**config.mk**
```make
export PLATFORM = sky130hd
export DESIGN_NAME = cache_ctl_regs
export DESIGN_NICKNAME = d
export VERILOG_FILES = /design/src/rtl/cache_ctl_pkg.sv /design/src/rtl/ccr_inval_seq.sv /design/src/rtl/ccr_fault_inj.sv /design/src/rtl/cache_ctl_regs.sv
export SDC_FILE = /design/constraint.sdc
export NUM_CORES = 1
export LEC_CHECK = 0
export BUFFER_PORTS_ARGS = -buffer_cell sky130_fd_sc_hd__buf_2
export CAP_MARGIN = 30
export CORE_MARGIN = 1.5
export CORE_UTILIZATION = 30
export CTS_CLUSTER_SIZE = 24
export DETAILED_ROUTE_END_ITERATION = 8
export MAX_ROUTING_LAYER = met4
export PLACE_DENSITY = 0.74
export REMOVE_ABC_BUFFERS = 1
export SLEW_MARGIN = 20
export SYNTH_ARGS = -nofsm -noshare
export SYNTH_HDL_FRONTEND = slang
export SYNTH_SLANG_ARGS = --single-unit
export TNS_END_PERCENT = 100
```
**constraint.sdc**
```tcl
create_clock -name clk -period 1 [get_ports clk]
set_input_delay 0.05 -clock clk [delete_from_list [all_inputs] [get_ports clk]]
set_output_delay 0.05 -clock clk [all_outputs]
set_load 0.005 [all_outputs]
```
**src/rtl/cache_ctl_pkg.sv**
```systemverilog
package cache_ctl_pkg;
   // Bit positions software relies on
   localparam int B_INJ = 0;
   localparam int B_COH = 10;
   localparam int B_MAN = 11;
   localparam int B_EN  = 15;
   localparam int B_SEL = 16;
   localparam int B_TOP = B_SEL;
endpackage

```
**src/rtl/ccr_inval_seq.sv**
```systemverilog
module ccr_inval_seq #(
   parameter bit RESET_PEND = 1'b1
) (
   input  logic clk,
   input  logic rst_n,
   input  logic trig,
   input  logic done,
   output logic req,
   output logic pend,
   output logic cmpl
);
   always_ff @(posedge clk) begin
      if (!rst_n) begin
         req  <= 1'b0;
         pend <= RESET_PEND;
      end else if (req) begin
         if (done) req <= 1'b0;
         pend <= pend | trig;
      end else if (pend | trig) begin
         req  <= 1'b1;
         pend <= 1'b0;
      end
   end

   // A round finishes with nothing left queued
   assign cmpl = req & done & ~pend & ~trig;

   // request is held until completion
   p_req_hold_r10: assert property (@(posedge clk) disable iff (!rst_n)
      req && !done |=> req);
   // a trigger during a round is not lost
   p_merge_r10: assert property (@(posedge clk) disable iff (!rst_n)
      req && trig |=> (req || pend));
endmodule

```
**src/rtl/ccr_fault_inj.sv**
```systemverilog
module ccr_fault_inj #(
   parameter bit EVT_REG = 1'b1,
   parameter bit ARM_RST = 1'b1
) (
   input  logic clk,
   input  logic rst_n,
   input  logic arm_set,
   input  logic access,
   output logic armed,
   output logic evt
);
   logic fire;
   assign fire = armed & access;

   always_ff @(posedge clk) begin
      if (!rst_n)       armed <= ARM_RST;
      else if (arm_set) armed <= 1'b1;
      else if (fire)    armed <= 1'b0;
   end

   generate
      if (EVT_REG) begin : g_reg
         logic evt_q;
         always_ff @(posedge clk) begin
            if (!rst_n) evt_q <= 1'b0;
            else        evt_q <= fire;
         end
         assign evt = evt_q;
         // a pulse only follows an access
         p_evt_src_r8: assert property (@(posedge clk) disable iff (!rst_n)
            evt |-> $past(access));
      end else begin : g_comb
         assign evt = fire;
      end
   endgenerate

   // one access consumes the arming
   p_inj_once_r8: assert property (@(posedge clk) disable iff (!rst_n)
      access && armed && !arm_set |=> !armed);
endmodule

```
**src/rtl/cache_ctl_regs.sv**
```systemverilog
module cache_ctl_regs
   import cache_ctl_pkg::*;
#(
   parameter int DATA_W  = 32,
   parameter bit EVT_REG = 1'b1
) (
   input  logic              clk,
   input  logic              rst_n,
   input  logic              wr_en,
   input  logic [DATA_W-1:0] wr_data,
   output logic [DATA_W-1:0] rd_data,
   input  logic              pause,
   input  logic              flash_prog,
   output logic              inv_req,
   input  logic              inv_done,
   input  logic              cache_access,
   output logic              pf_basic,
   output logic              pf_sel_active,
   output logic              pf_buf_idx,
   output logic              integ_evt,
   output logic              line_flush
);
   generate
      if (DATA_W <= B_TOP) begin : g_bad_width
         $error("cache_ctl_regs: DATA_W too small for control bits");
      end
   endgenerate

   logic en_q, coh_q, sel_q, man_q;
   logic toggle, man_set, trig, seq_pend, seq_cmpl, inj_armed, inj_evt;

   assign toggle  = wr_en & (wr_data[B_EN] != en_q);
   assign man_set = wr_en & wr_data[B_MAN];
   assign trig    = man_set | toggle | (flash_prog & coh_q);

   always_ff @(posedge clk) begin
      if (!rst_n) begin
         en_q  <= 1'b1;
         coh_q <= 1'b1;
         sel_q <= 1'b0;
         man_q <= 1'b1;
      end else begin
         if (wr_en) begin
            en_q  <= wr_data[B_EN];
            coh_q <= wr_data[B_COH];
            sel_q <= wr_data[B_SEL];
         end
         if (man_set)       man_q <= 1'b1;
         else if (seq_cmpl) man_q <= 1'b0;
      end
   end

   ccr_inval_seq #(.RESET_PEND(1'b1)) u_seq (
      .clk  (clk),
      .rst_n(rst_n),
      .trig (trig),
      .done (inv_done),
      .req  (inv_req),
      .pend (seq_pend),
      .cmpl (seq_cmpl)
   );

   ccr_fault_inj #(.EVT_REG(EVT_REG), .ARM_RST(1'b1)) u_inj (
      .clk    (clk),
      .rst_n  (rst_n),
      .arm_set(wr_en & wr_data[B_INJ]),
      .access (cache_access),
      .armed  (inj_armed),
      .evt    (inj_evt)
   );

   assign integ_evt  = inj_evt;
   assign line_flush = inj_evt;

   // Prefetch mode: disable wins over pause by construction of the mode terms
   assign pf_basic      = ~en_q;
   assign pf_sel_active = ~en_q | pause;
   assign pf_buf_idx    = pf_sel_active & ~sel_q;

   always_comb begin
      rd_data        = '0;
      rd_data[B_INJ] = inj_armed;
      rd_data[B_COH] = coh_q;
      rd_data[B_MAN] = man_q;
      rd_data[B_EN]  = en_q;
      rd_data[B_SEL] = sel_q;
   end

   logic unused_wr;
   assign unused_wr = ^wr_data;

   // any enable change leads to a flush
   p_toggle_r3: assert property (@(posedge clk) disable iff (!rst_n)
      toggle |=> (inv_req || $past(inv_req)));
   // coherency off means flash events are ignored
   p_coh_off_r4: assert property (@(posedge clk) disable iff (!rst_n)
      !inv_req && !seq_pend && flash_prog && !coh_q && !wr_en |=> !inv_req);
   // manual bit only falls on a completion
   p_man_fall_r2: assert property (@(posedge clk) disable iff (!rst_n)
      $fell(man_q) |-> $past(inv_done));
   // a zero write cannot arm the fault
   p_sc_zero_r11: assert property (@(posedge clk) disable iff (!rst_n)
      !inj_armed && !(wr_en && wr_data[B_INJ]) |=> !inj_armed);
   // clearing enable lands in disabled mode even with pause
   p_dis_prio_r7: assert property (@(posedge clk) disable iff (!rst_n)
      wr_en && !wr_data[B_EN] |=> (pf_basic && pf_sel_active));
endmodule

```
==> qor.txt, run 1 <==
Status -> finished, violations left
Failing checks -> setup timing
End point of the critical path -> pf_buf_idx
Met3 wire length -> 106 um
Met2 WL post-DR -> 451 um
Clk network pwr share -> 32.9%
Mapped Avg Cell Area -> 8.378 sq um
CTS Root Cell -> clkbuf_4
First-pass GRT wire length -> 1.159 mm
Vias post-DR -> 392
Synth area leader -> buf_4
Post-route cell area -> 605.6 sq um
Reg2reg setup slack -> -0.05 ns
DPL Wire Length -> 702 um
Critical Path AT -> 1.05 ns
Total Power -> 0.7399 mW
Yosys cell types -> 19
Critical path endpoint category -> primary output
Fmax -> 907.7 MHz
RSZ-0062 raised after global routing -> yes
Finish-stage setup viols -> 4
Diodes inserted -> 0
Pins over their slew limit -> 0
GRT Total Usage -> 8.158%
Syn Inst Count -> 69
Core area -> 1764 sq um
HP Class -> in2reg
Total wire length -> 873 um
Cell-internal power -> 0.5417 mW
Routed length on met1 -> 314 um
Port Buf Inserts -> 22
P&R area growth vs syn -> 4.762%
Share of the clock period used by the worst path after layout -> 110.2%
Clock Path Buffers -> 2
Number of synthesized register bits -> 8
Num CTS Buffers -> 3
Sw Share -> 26.79%
Synth Cell Area -> 578.1 sq um
Synth top area share -> 44.16%
Crit path required time -> 0.95 ns
CP Class -> reg2out
CTS Hold Bufs -> 0
Max layer used -> met3
Initial DRC Count -> 3
Switching power -> 0.1982 mW
Gr ovfl total -> 0
Vias in the first global route -> 319
Clk_lat worst skew -> 0.25 ns
Layout Nets -> 128
DR WL/cell -> 7.795 um
Power per cell area -> 1222 nW/um^2
Final worst setup slack -> -0.1017 ns
Pin count of the biggest net entering global routing -> 10
Die W -> 46.90 um
Die Height -> 46.90 um
Crit path from -> en_q
Final GP Congestion -> 0.5872
Lkg Pwr -> 0.3433 nW
Max VDD drop -> 587.3 uV
Clock sink count -> 8
Reg2Reg Depth -> 4
Sequential element share of the synthesized area -> 27.71%
Final hold vios -> 0
Gate power share -> 19.6%
Post-route ant nets -> 0
Die area -> 2199 sq um
Setup Skew -> 0.002534 ns
DRC errors left -> 0
CP Launch Type -> register
MaxCap Viol Count -> 0
Site row count -> 15
Initial cell density of the core -> 32.77%
Drt pass-1 iters -> 4
Tmin final -> 1.102 ns
I/O pin count -> 77
H-Tree Depth -> 1
Synth top area cells -> buf_4 44%, dfxtp_1 28%, nand2_1 3.9%
Post-Place Cell Area -> 561.8 sq um
Reg-to-reg startpoint -> en_q
CTS tree -> built
Sequential share of power -> 47.5%
R2R Path End -> u_seq.req
Via/cell ratio -> 3.500
Initial antenna violation count -> 0
Clk slew on worst S/H paths -> 0.05 ns
Layout cell share with drive strength beyond 1 -> 34.48%
Hold path cells -> 3
Ys Warns -> 0
Largest fanout on the critical path -> 3
==> through the flow <==
| stage | setup TNS [ns] | util [%] | instances | setup WS (ns) | hold slack [ns] |
|---|---|---|---|---|---|
| 2_1_floorplan | 0 | - | 61 | 0.06073 | 0.1119 |
| 3_3_place_gp | 0 | 31.84 | 108 | 0.01876 | 0.2686 |
| 3_5_place_dp | 0 | 31.84 | 108 | 0.003326 | 0.2769 |
| 4_1_cts | -0.2119 | 34.04 | 112 | -0.1111 | 0.02447 |
| 5_1_grt | -0.3762 | 34.33 | 112 | -0.1485 | 0.03970 |
| 6_report | -0.1901 | 34.33 | 112 | -0.1017 | 0.02832 |
==> synthesized netlist by cell type, drive strengths merged <==
cell type	count
buf	34
dfxtp	8
nand2	6
inv	3
a211oi	2
mux2i	2
nor2b	2
o211ai	2
a21o	1
a21oi	1
and2	1
and3	1
conb	1
nand2b	1
nand3	1
o21ai	1
or2b	1
xor2	1
==> how the worst min path moves through the flow <==
stage / startpoint / endpoint / slack, ns
after floorplan: rst_n / coh_q / 0.11
after global placement: wr_data[0] / u_inj.armed / 0.27
after detailed placement: wr_data[0] / u_inj.armed / 0.28
after CTS: wr_data[10] / coh_q / 0.02
after global routing: cache_access / u_inj.evt / 0.04
final: wr_data[0] / u_inj.armed / 0.03
==> power groups by stage <==
stage	sequential [mW]	combinational [mW]	clock, mW
finish	0.352	0.145	0.243
global route	0.354	0.170	0.267
floorplan	0.361	0.0675	0
detailed placement	0.359	0.133	0
CTS	0.352	0.143	0.254
global placement	0.358	0.131	0
==> state kept, by name, indices dropped and copies added (netlist names) <==
register     count
u_seq.req        1
coh_q            1
u_seq.pend       1
sel_q            1
u_inj.evt        1
en_q             1
man_q            1
u_inj.armed      1
==> layout by cell type (no fill, tap or decap) <==
master | synthesis | routed
nand3_1 | 1 | 1
o211ai_1 | 2 | 2
nor2b_1 | 2 | 2
or2b_1 | 1 | 1
nand2b_1 | 1 | 1
o21ai_1 | 1 | 1
and2_1 | 1 | 1
buf_4 | 34 | 1
conb_1 | 1 | 27
and3_1 | 1 | 1
dfxtp_1 | 8 | 7
a21oi_1 | 1 | 1
a21o_1 | 1 | 1
dfxtp_2 | 0 | 1
inv_1 | 3 | 3
buf_2 | 0 | 22
a211oi_2 | 1 | 2
mux2i_1 | 2 | 2
nand2_1 | 6 | 6
xor2_2 | 0 | 1
clkbuf_4 | 0 | 3
==> cell families after synthesis <==
kind of cell / Yosys count / synth area share (%)
DFF: 8 / 27.71
buffers and inverters: 37 / 46.10
muxes: 2 / 3.463
xor gates and xnor gates: 1 / 1.515
and+or+nand+nor: 13 / 11.47
AOI/OAI and AO/OA: 7 / 9.089
other: 1 / 0.6487
==> cell type report <==
| cell class | instances | area (sq um) |
|---|---|---|
| clock buffer | 3 | 22.52 |
| fill | 211 | 1159 |
| inverter | 3 | 11.26 |
| multi-input combinational | 50 | 261.5 |
| sequential | 8 | 161.4 |
| tap | 25 | 31.28 |
| timing repair buffer | 23 | 117.6 |
==> critical path, stage by stage (launching register included) <==
cell and delay, ns:
dfxtp_2 0.33, or2b_1 0.23, nor2b_1 0.12, buf_2 0.12
==> routing by layer <==
| layer | global-route usage, % | vias up |
|---|---|---|
| met5 | - | - |
| met4 | 6.667 | 0 |
| met3 | 3.462 | 0 |
| met2 | 13.97 | 29 |
| met1 | 6.697 | 170 |
| li1 | - | 193 |
==> timing repair <==
item / CTS / global route
gates resized for setup: 2 / 1
pin swaps: 4 / 0
buffers inserted: 1 / 0
cloned: 0 / 0
endpoints found under the setup margin: 3 / 5
(Power assumes the default switching activity.)
==> inputs of run 2 (changes only) <==
==> constraint.sdc (replaced) <==
create_clock -name clk -period 1 [get_ports clk]
set_input_delay 0.05 -clock clk [delete_from_list [all_inputs] [get_ports clk]]
set_output_delay 0.05 -clock clk [all_outputs]
set_load 0.1 [all_outputs]
==> run 2 against run 1 <==
The flow still finishes with violations (setup timing). Largest power group is now combinational logic. Wire length is 6.0% higher. First-iteration DRC count is 67% lower. Clock power hardly changed. Count of clock-buffer cells in the layout stayed put. Critical endpoint unchanged. Worst setup slack worse by 0.053 ns. Largest cell class is now non-clock buffers. Fmax is 4.6% lower. Cell count is 3.6% higher. Final area is 35% higher. Total power is 100% higher. Core utilization is 12 points higher. Flip-flop and latch count stayed put. Sequential share of layout area is 6.8 points lower.
==> qor.txt, run 2 (synthesized netlist as in run 1, its figures left out) <==
I/O pin count -> 77 (unchanged)
Clk slew on worst S/H paths -> 0.06 ns (about the same)
Site row count -> 15 (unchanged)
Setup slack at placement -> 0.01586 ns (+0.01254 ns)
Total wire length -> 925 um (+6.0%)
Post-route ant nets -> 0 (unchanged)
Largest fanout on the critical path -> 2 (-1)
Tmin final -> 1.155 ns (+0.05324 ns)
Layout Nets -> 132 (+3.1%)
# fillers -> 173 (-18%)
Pin count of the biggest net entering global routing -> 10 (unchanged)
Initial cell density of the core -> 32.77% (unchanged)
Final GP Congestion -> 0.6229 (+6.1%)
Leading cell types in the layout, fill and taps excluded -> 27 x conb_1, 11 x buf_2, 11 x buf_12
Post-route cell area -> 814.5 sq um (+35%)
P&R area growth vs syn -> 40.91%
Via/cell ratio -> 3.586 (+2.5%)
Clk_lat worst skew -> 0.25 ns (about the same)
DR WL/cell -> 7.974 um (+2.3%)
Finish-stage setup viols -> 6 (+2)
Setup Skew -> 0.003136 ns (+0.0006019 ns)
Die Height -> 46.90 um (unchanged)
Failing checks -> setup timing
RSZ-0062 raised after global routing -> yes
CTS tree -> built
Clock Path Buffers -> 2 (unchanged)
Critical Path AT -> 1.10 ns (+0.05 ns)
Clock sink count -> 8 (unchanged)
Num CTS Buffers -> 3 (unchanged)
HP Class -> in2reg
Power per cell area -> 1842 nW/um^2 (+51%)
Non-filler instance count after layout -> 116 (+3.6%)
Reg2reg setup slack -> -0.08 ns (-0.03 ns)
Diodes inserted -> 0 (unchanged)
Die W -> 46.90 um (unchanged)
First-pass GRT wire length -> 1.345 mm (+16%)
Fmax -> 865.8 MHz (-4.6%)
DRC errors left -> 0 (unchanged)
Die area -> 2199 sq um (unchanged)
Vias post-DR -> 416 (+6.1%)
CTS Root Cell -> clkbuf_4
Status -> finished, violations left
H-Tree Depth -> 1 (unchanged)
Share of the clock period used by the worst path after layout -> 115.5% (+5.3 points)
DPL Wire Length -> 781.5 um (+11%)
Layout cell share with drive strength beyond 1 -> 39.56% (+5.1 points)
Core area -> 1764 sq um (unchanged)
Vias in the first global route -> 362 (+13%)
Drt pass-1 iters -> 4 (unchanged)
Cells after DPL -> 112 (+3.7%)
GRT Total Usage -> 8.892% (+0.73 points)
Pins over their slew limit -> 0 (unchanged)
Gr ovfl total -> 0 (unchanged)
CP Class -> reg2out
Final hold vios -> 0 (unchanged)
Lkg Pwr -> 0.4286 nW (+25%)
Most common cell after layout, fill and taps aside -> conb_1
Max VDD drop -> 674.7 uV (+15%)
Crit path required time -> 0.95 ns (about the same)
Port Buf Inserts -> 22 (unchanged)
Final worst setup slack -> -0.1550 ns (-0.05324 ns)
MaxCap Viol Count -> 0 (unchanged)
Initial DRC Count -> 1 (-2)
Post-Place Cell Area -> 757.0 sq um (+35%)
Critical path endpoint category -> primary output
CP Launch Type -> register
Initial antenna violation count -> 0 (unchanged)
run 2: final timing paths:
kind	startpoint	end	cells past startpoint
worst max-delay path	en_q	pf_buf_idx	3
worst min-delay path	wr_data[10]	coh_q	3
worst max register to register	en_q	u_seq.req	4
worst min register to register	man_q	man_q	2
run 2: metrics by stage:
| stage | setup TNS [ns] | utilization (%) | hold WS, ns | power (mW) |
|---|---|---|---|---|
| global route | -0.8139 | 46.17 | 0.03925 | 1.552 |
| global placement | 0 | 42.91 | 0.2731 | 1.237 |
| detailed placement | 0 | 42.91 | 0.2707 | 1.242 |
| CTS | -0.4955 | 45.32 | 0.008813 | 1.502 |
| floorplan | -8.642 | - | 0.1119 | 1.052 |
| finish | -0.4932 | 46.17 | 0.01181 | 1.501 |
run 2: what timing repair did:
action	in CTS	in global routing
gates resized for setup	5	3
endpoints found under the setup margin	2	7
hold endpoints to repair	0	0
hold buffers	0	0
pin swaps	2	0
setup buffers	1	0
run 2: worst max-delay path: stages (launching register included):
cell,delay [ns]
dfxtp_2,0.31
or2b_1,0.24
nor2b_4,0.14
buf_12,0.17
run 2: final cells by class:
| type | count | area, sq um | area share, % |
|---|---|---|---|
| tap | 25 | 31.28 | 3.840 |
| multi-input combinational | 50 | 269.0 | 33.03 |
| clock buffer | 3 | 22.52 | 2.765 |
| inverter | 3 | 13.76 | 1.690 |
| timing repair buffer | 27 | 316.6 | 38.86 |
| sequential | 8 | 161.4 | 19.82 |
run 2: metal layers:
layer / wire, um / part of all wire [%] / GRT usage [%]
met5: 0 / 0 / -
met4: 0 / 0 / 5.000
met3: 92 / 9.9 / 2.692
met2: 507 / 55 / 14.52
met1: 325 / 35 / 9.491
run 2: power by group:
part / leakage, nW / internal [mW] / switching (mW)
combinational: 0.349 / 0.174 / 0.724
sequential: 0.0662 / 0.340 / 0.0173
clock: 0.0138 / 0.137 / 0.108
total: 0.429 / 0.651 / 0.849
==> inputs of run 3 (changes only) <==
--- a/config.mk
+++ b/config.mk
@@ -5,14 +5,15 @@
 export SDC_FILE = /design/constraint.sdc
 export NUM_CORES = 1
 export LEC_CHECK = 0
+export ABC_AREA = 1
 export BUFFER_PORTS_ARGS = -buffer_cell sky130_fd_sc_hd__buf_2
 export CAP_MARGIN = 30
 export CORE_MARGIN = 1.5
-export CORE_UTILIZATION = 30
+export CORE_UTILIZATION = 32
 export CTS_CLUSTER_SIZE = 24
 export DETAILED_ROUTE_END_ITERATION = 8
 export MAX_ROUTING_LAYER = met4
-export PLACE_DENSITY = 0.74
+export PLACE_DENSITY = 0.76
 export REMOVE_ABC_BUFFERS = 1
 export SLEW_MARGIN = 20
 export SYNTH_ARGS = -nofsm -noshare
==> run 3 against run 2 <==
The run still ends with setup timing left. First-iteration DRC count grew to 3.0 times the previous value. Total power grew 1.3%. Wire length grew 12%. Non-clock buffer count shrank 2. Synthesized area grew 7.8%. Via count grew 18%. Count of clock-buffer cells in the layout is the same. Sequential share of layout area is essentially flat. Largest power group unchanged.
==> qor.txt, run 3 <==
Status -> finished, violations left
Failing checks -> setup timing
Pin count of the biggest net entering global routing -> 10 (unchanged)
DPL Wire Length -> 908.4 um (+16%)
Vias in the first global route -> 394 (+8.8%)
Top_reg_cell synth -> dfxtp_1
Layout cell share with drive strength beyond 1 -> 35.24% (-4.3 points)
Vias post-DR -> 490 (+18%)
Final worst setup slack -> -0.02174 ns (+0.1332 ns)
Post-route ant nets -> 0 (unchanged)
Mapped Avg Cell Area -> 7.331 sq um (-12%)
Clk slew on worst S/H paths -> 0.06 ns (about the same)
Largest fanout on the critical path -> 5 (+3)
DRC errors left -> 0 (unchanged)
Fmax -> 978.7 MHz (+13%)
Most common cell in the synthesized netlist -> buf_4
Critical Path AT -> 0.97 ns (-0.13 ns)
Tmin final -> 1.022 ns (-0.1332 ns)
Critical Path, Cell by Cell -> a21oi_2 > buf_12
Crit path required time -> 0.95 ns (about the same)
# fillers -> 180 (+4.0%)
Synth top area cells -> buf_4 40%, dfxtp_1 26%, nand2_1 9.6%
Port Buf Inserts -> 22 (unchanged)
CTS tree -> built
CTS Root Cell -> clkbuf_4
Initial DRC Count -> 3 (+2)
H-Tree Depth -> 1 (unchanged)
Core area -> 1783 sq um (+1.1%)
CP Launch Type -> register
Setup Buffers After CTS -> 0 (-1)
I/O pin count -> 77 (unchanged)
Total wire length -> 1.038 mm (+12%)
Synth cell count leaders -> 33 x buf_4, 16 x nand2_1, 8 x dfxtp_1, 6 x inv_1
Lkg Pwr -> 0.4656 nW (+8.7%)
P&R area growth vs syn -> 31.93%
Leading cell types in the layout, fill and taps excluded -> 27 x conb_1, 16 x nand2_1, 11 x buf_2, 11 x buf_12
HP Class -> in2reg
Via/cell ratio -> 3.769 (+5.1%)
Slowest cell on the critical path -> dfxtp_2
Gr ovfl total -> 0 (unchanged)
Layout Nets -> 146 (+11%)
Final hold vios -> 0 (unchanged)
Die area -> 2221 sq um (+0.98%)
Synth area leader -> buf_4
Hold slack final -> 0.008681 ns (-0.003129 ns)
Final Util -> 46.11% (-0.065 points)
DR WL/cell -> 7.985 um (+0.13%)
Clk_lat worst skew -> 0.25 ns (about the same)
Sequential element share of the synthesized area -> 25.70% (-2.0 points)
Initial antenna violation count -> 0 (unchanged)
Post-synth ARST share -> 0% (unchanged)
RSZ-0062 raised after global routing -> yes
Num CTS Buffers -> 3 (unchanged)
Critical path endpoint category -> primary output
Initial cell density of the core -> 34.95% (+2.2 points)
Die W -> 47.13 um (+0.49%)
Syn Inst Count -> 85 (+23%)
Site row count -> 15 (unchanged)
Setup Skew -> 0.008091 ns (+0.004956 ns)
Die Height -> 47.13 um (+0.49%)
MaxCap Viol Count -> 0 (unchanged)
CP Class -> reg2out
Number of synthesized register bits -> 8 (unchanged)
Clock sink count -> 8 (unchanged)
GRT Total Usage -> 11.17% (+2.3 points)
EDFF count, synth -> 0 (unchanged)
Total negative slack -> -0.02174 ns (+0.4714 ns)
Pins over their slew limit -> 0 (unchanged)
Drt pass-1 iters -> 4 (unchanged)
Most common cell after layout, fill and taps aside -> conb_1
Power per cell area -> 1848 nW/um^2 (+0.33%)
Final GP Congestion -> 0.7432 (+19%)
Max VDD drop -> 674.2 uV (about the same)
Ys Warns -> 0 (unchanged)
Diodes inserted -> 0 (unchanged)
Finish-stage setup viols -> 1 (-5)
Synth top area share -> 39.76% (-4.4 points)
Synth Cell Area -> 623.1 sq um (+7.8%)
Share of the clock period used by the worst path after layout -> 102.2% (-13 points)
First-pass GRT wire length -> 1.600 mm (+19%)
Largest stage delay, worst path -> 0.35 ns (+0.04 ns)
Yosys cell types -> 16 (-3)
Clock Path Buffers -> 2 (unchanged)
-- run 3: cell types whose count changed after synthesis, moves of 2 or more --
cell | before | now
nand2_1 | 6 | 16
nor2b_1 | 2 | 0
inv_2 | 0 | 3
a21oi_1 | 1 | 4
o211ai_1 | 2 | 0
nand2_4 | 0 | 2
nor2_1 | 0 | 4
inv_1 | 3 | 6
mux2i_1 | 2 | 0
-- run 3: power breakdown --
part           internal (mW)  switching (mW)
clock                  0.137           0.108
sequential             0.342          0.0258
combinational          0.166           0.740
total                  0.646           0.873
-- run 3: final timing paths --
check | start | cells past startpoint | end | slack (ns)
setup reg to reg | en_q | 6 | man_q | 0.12
hold reg to reg | u_inj.armed | 2 | u_inj.armed | 0.51
setup / recovery | en_q | 2 | pf_buf_idx | -0.02
hold / removal | wr_data[10] | 3 | coh_q | 0.009
-- run 3: timing repair --
item	in CTS	in global routing
pin swaps	1	0
resized for setup	3	0
hold endpoints to repair	1	0
setup endpoints to repair	3	2
hold buffers	1	0
-- run 3: cell families after synthesis --
| kind of cell | synth area share (%) |
|---|---|
| AND/OR/NAND/NOR | 21.89 |
| AO/OA/AOI/OAI | 4.818 |
| other | 0.6018 |
| buffers and inverters | 46.99 |
| flip-flops | 25.70 |
-- run 3: area by class of cell --
| cell class | count | area (sq um) | area share, % |
|---|---|---|---|
| inverter | 9 | 33.78 | 4.110 |
| timing repair buffer | 25 | 300.3 | 36.53 |
| multi-input combinational | 60 | 271.5 | 33.03 |
| tap | 25 | 31.28 | 3.805 |
| clock buffer | 3 | 22.52 | 2.740 |
| sequential | 8 | 162.7 | 19.79 |
-- run 3: critical path: cells and delay by family (launching register included) --
kind / cells / cell delay, ns
AO/OA/AOI/OAI: 1 / 0.17
buffers and inverters: 1 / 0.19
flip-flops: 1 / 0.35
-- run 3: metrics by stage --
step / total power [mW] / worst slack, ns / instance area [sq um] / std cells
CTS: 1.532 / -0.03011 / 822.0 / 130
global placement: 1.267 / 0.1561 / 783.3 / 126
global route: 1.581 / -0.03711 / 822.0 / 130
floorplan: 1.084 / -1.365 / 461.7 / 77
finish: 1.519 / -0.02174 / 822.0 / 130
detailed placement: 1.276 / 0.09845 / 783.3 / 126
-- run 3: metal layers --
| metal | track usage, % | wire, um | vias up |
|---|---|---|---|
| met2 | 18.36 | 583 | 34 |
| met5 | - | 0 | - |
| li1 | - | - | 236 |
| met1 | 10.67 | 350 | 220 |
| met4 | 6.667 | 0 | 0 |
| met3 | 5.000 | 104 | 0 |
